### src/rtl/bc_addr_seq.sv
module bc_addr_seq #(
  parameter int NUM_WORDS  = 8,
  parameter int ADDR_W     = 32,
  parameter int WORD_BYTES = 4,
  parameter logic [ADDR_W-1:0] BASE_ADDR = '0
) (
  input  logic              clk,
  input  logic              rst_n,
  input  logic              clr,
  input  logic              step,
  output logic              last_word,
  output logic [ADDR_W-1:0] addr
);
  localparam int IDX_W = (NUM_WORDS > 1) ? $clog2(NUM_WORDS) : 1;
  localparam logic [IDX_W-1:0] LAST_IDX = IDX_W'(NUM_WORDS - 1);

  logic [IDX_W-1:0] idx_q;

  function automatic logic [ADDR_W-1:0] word_addr(input logic [IDX_W-1:0] i);
    return BASE_ADDR + ADDR_W'(i) * ADDR_W'(WORD_BYTES);
  endfunction

  always_ff @(posedge clk) begin
    if (!rst_n || clr) idx_q <= '0;
    else if (step && idx_q != LAST_IDX) idx_q <= idx_q + 1'b1;
  end

  assign last_word = (idx_q == LAST_IDX);
  assign addr      = word_addr(idx_q);

  // index never passes the last word
  a_r4_idx_bound: assert property (@(posedge clk) disable iff (!rst_n)
    idx_q <= LAST_IDX);
  // a step moves the address on by exactly one word
  a_r4_step_one_word: assert property (@(posedge clk) disable iff (!rst_n)
    (step && !clr && !last_word) |=> (addr == $past(addr) + ADDR_W'(WORD_BYTES)));
endmodule

### config.mk
export PLATFORM = sky130hd
export DESIGN_NAME = bc_addr_seq
export DESIGN_NICKNAME = d
export VERILOG_FILES = /design/src/rtl/bc_addr_seq.sv
export SDC_FILE = /design/constraint.sdc
export NUM_CORES = 1
export LEC_CHECK = 0
export ABC_AREA = 1
export BUFFER_PORTS_ARGS = -buffer_cell sky130_fd_sc_hd__buf_4
export CORE_AREA = 2 2 39 41
export CTS_CLUSTER_DIAMETER = 60
export CTS_CLUSTER_SIZE = 16
export DETAILED_ROUTE_END_ITERATION = 10
export DIE_AREA = 0 0 41 43
export PLACE_DENSITY = 0.72
export SETUP_SLACK_MARGIN = 0.05
export SLEW_MARGIN = 10
export SYNTH_ARGS = -nofsm -noshare
export SYNTH_HDL_FRONTEND = slang
export SYNTH_SLANG_ARGS = --single-unit
### constraint.sdc
create_clock -name clk -period 1.55 [get_ports clk]
set_input_delay 0.0775 -clock clk [delete_from_list [all_inputs] [get_ports clk]]
set_output_delay 0.0775 -clock clk [all_outputs]
set_load 0.01 [all_outputs]
==> implementation parameters <==
Parameter                              Value

Yosys
  Distinct cell type count of the synthesized netlist ... 10
  Most used flip-flop cell after synthesis ... dfxtp_1
  Leading cell types by count after synthesis ... buf_4 (29), nor2_1 (7), inv_1 (4)
  Sequential fraction of the synthesis area ... 0.156
  Area leader, netlist ... buf_4
  Count of warnings emitted by yosys ... 0
  Cell area after synthesis ... between 300 and 400 sq um
  Cell count after synthesis ... 54
  Area share of the leading cell type in the synthesized netlist ... 0.567
  FF+latch count, synth ... 3
  Number of synthesized flops with an enable pin ... 0
  Avg Cell Area, Syn ... about 7.1 sq um
  Dominant cell by count in the synthesized netlist ... buf_4
  Fraction of synthesis flops using an asynchronous set or reset pin ... 0
  Biggest area contributors in the synthesized netlist ... buf_4 (57%), dfxtp_1 (16%), nor2_1 (6.8%), ha_1 (6.5%), nand3_1 (3.9%)

Placed design
  Cell count after placement ... 76
  Placer Congestion ... 0.571
  DP Wirelength ... just under 400 um
  Count of input and output buffers ... 7

Route
  Total iterations of the first detailed-routing run ... 4
  Routed Antenna Nets ... 0
  Iteration-0 DRC count of the detailed router ... 1
  Wirelength per Cell ... between 5 and 6 um
  DRC viols ... 0
  Total vias in the final route ... about 250
  Sum of routed wire length over all layers ... 424 um
  Avg Vias per Cell ... around 3.1

Pwr
  Sw Share ... 0.319
  Leakage power summed over all cells ... between 0.0002 and 0.00025 uW
  P_sw ... approximately 90 uW
  Power after layout ... about 280 uW
  Peak supply drop ... ~0.16 mV
  Flop pwr share ... 0.296
  Portion of total power attributed to combinational logic ... 0.212
  Power density over the cells ... 763 mW/mm^2
  Power share of the clock group ... 0.492
  Internal portion of total power ... between 150 and 200 uW

Critical path
  CP cell instances ... ha_1, ha_1, buf_4
  Origin of the critical flop-to-flop path ... idx_q[0]
  Worst-path cell with the longest stage delay ... dfxtp_1
  Last element of the critical path ... last_word
  Kind of cell with the highest combined delay on the critical path ... adder cells
  Delay contributed by the slowest stage of the critical path ... between 300 and 400 ps
  Required time at the endpoint of the critical path ... ~1500 ps
  Element type at the critical path end ... output pin
  Register-to-Register Setup Slack ... around 430 ps
  Worst Path Buf+Inv ... 1
  Reg-to-reg endpoint ... idx_q[0]
  Worst r2r path cells ... 6
  Data arrival, critical path ... between 1000 and 1500 ps
  Crit path top cell by count ... ha_1
  Critical path start-end classification ... flip-flop to output pin
  Critical-path maximum fanout ... 4
  Crit start category ... flip-flop
  Levels on crit path ... 3
  Timing startpoint of the critical path ... idx_q[0]

Timing
  Count of endpoints failing hold in the final timing report ... 0
  Clock tree skew after final layout ... between 2 and 2.5 ps
  Highest attainable clock frequency ... a little over 800 MHz
  Worst hold-check slack ... between 100 and 150 ps
  Final critical-path required period ... between 1000 and 1500 ps
  Count of pins over their slew limit ... 0
  Setup repair after global routing missed its margin ... false
  Final setup violation count ... 0
  Final TNS setup ... 0 ps
  Post-route fraction of the period consumed by the critical path ... 0.780

Cells and area
  Top reg by flops ... idx_q
  Inserted Diodes ... 0
  Layout overhead on the synthesized area ... -3.58%
  Number of standard cells in the final layout excluding fillers ... 80
  Filler cell count ... 174
  Layout cell share with drive strength beyond 1 ... 0.188
  Net total in the final layout ... just over 70
  Registers with the most flip-flops ... idx_q (3)
  Max reg flops ... 3

Floorplanning
  Die height ... between 40 and 50 um
  Die width ... between 40 and 50 um
  Core Rows ... 14
  I/O pin total ... 37
  Initial cell density of the core ... 0.278
  Area of the die ... between 0.0015 and 0.002 sq mm
  Core Region ... roughly 0.0014 sq mm

Clock network
  Root Buffer ... clkbuf_4
  Reg clk slew, reported paths ... ~40 ps
  Post-CTS Hold Buffers ... 0
  Setup fix buffers added after clock tree synthesis ... 0
  TritonCTS clock tree ... done
  Maximum count of clock buffers along a single path ... 2
  Total CTS buffers ... 3
  Quantity of gates resized following cts ... 0
  H-tree levels ... 1
  Worst-skew pair later-pin latency ... between 200 and 250 ps
  Number of clock sinks seen by CTS ... 3

Global routing
  Layer with the highest usage ... met4
  Via count of the first global-routing pass ... between 200 and 250
  GR Layer Usage met1 ... 0.0382
  Met2 track demand over resource ... 0.0969
  Overall overflow remaining after global route ... 0
  Combined global-route utilization of all metal layers ... 0.0611
  Maximum number of pins on one net before global-route repair ... 5
  GRT met3 Usage ... 0.0157
  Antenna violations before repair ... 0
  Wire length of the first global-routing pass ... approximately 650 um

Job
  Max Cap Viol ... 0

Run status
  Run status ... complete, no violations

Hold path
  HP Class ... input pin to flip-flop
  Count of cells along the worst hold path ... 4
==> cells by family after synthesis <==
kind of cell,after synthesis,share of synthesized area
other,1,0.00976
adders and majority gates,2,0.0651
buffers and inverters,34,0.616
and+or+nand+nor,14,0.153
DFF,3,0.156
==> through the flow <==
step	instance area, sq um	utilization	worst slack [ps]
final	370	0.268	340
after floorplan	489	-	408
after global routing	370	0.268	269
after detailed placement	344	0.249	423
after global placement	344	0.249	457
after CTS	370	0.268	330
==> cell type report <==
cell class	instances	area (sq um)	share of cell area
Tap cell	16	20.0	0.0541
Inverter	5	18.8	0.0507
Timing Repair Buffer	7	52.6	0.142
Sequential cell	3	60.1	0.162
Multi-Input combinational cell	45	193	0.520
Clock buffer	4	26.3	0.0709
==> worst register-to-register path, stage by stage (launching register included) <==
cell and delay, ps:
dfxtp_1 330, ha_1 210, ha_1 210, inv_1 100
nand3_1 80, nand2_1 70, nor2_1 30
==> power by group through the flow <==
stage | Combinational (uW) | Sequential (uW) | Clock [uW]
detailed placement | 58.9 | 84.9 | 0
global route | 70.0 | 84.2 | 150
CTS | 58.9 | 83.6 | 146
finish | 59.9 | 83.7 | 139
global placement | 58.3 | 84.7 | 0
floorplan | 97.9 | 86.1 | 0
==> cell usage in the layout (no fill, tap or decap) <==
cell      instances
buf_4             7
clkbuf_1          1
clkbuf_4          3
conb_1           29
dfxtp_1           3
ha_1              2
inv_1             4
inv_2             1
nand2_1           3
nand3_1           3
nor2_1            7
nor2_2            1
==> worst min-delay path by stage <==
stage,from,endpoint
2_1_floorplan,clr,idx_q[0]
3_3_place_gp,clr,idx_q[0]
3_5_place_dp,clr,idx_q[2]
4_1_cts,clr,idx_q[2]
5_1_grt,clr,idx_q[2]
6_report,clr,idx_q[2]
==> layer usage <==
layer	vias to the layer above	wire length, um
met5	-	0
met4	0	20
met3	2	82
met2	24	207
met1	103	114
li1	122	-
Power figures use the tool's default switching activity.
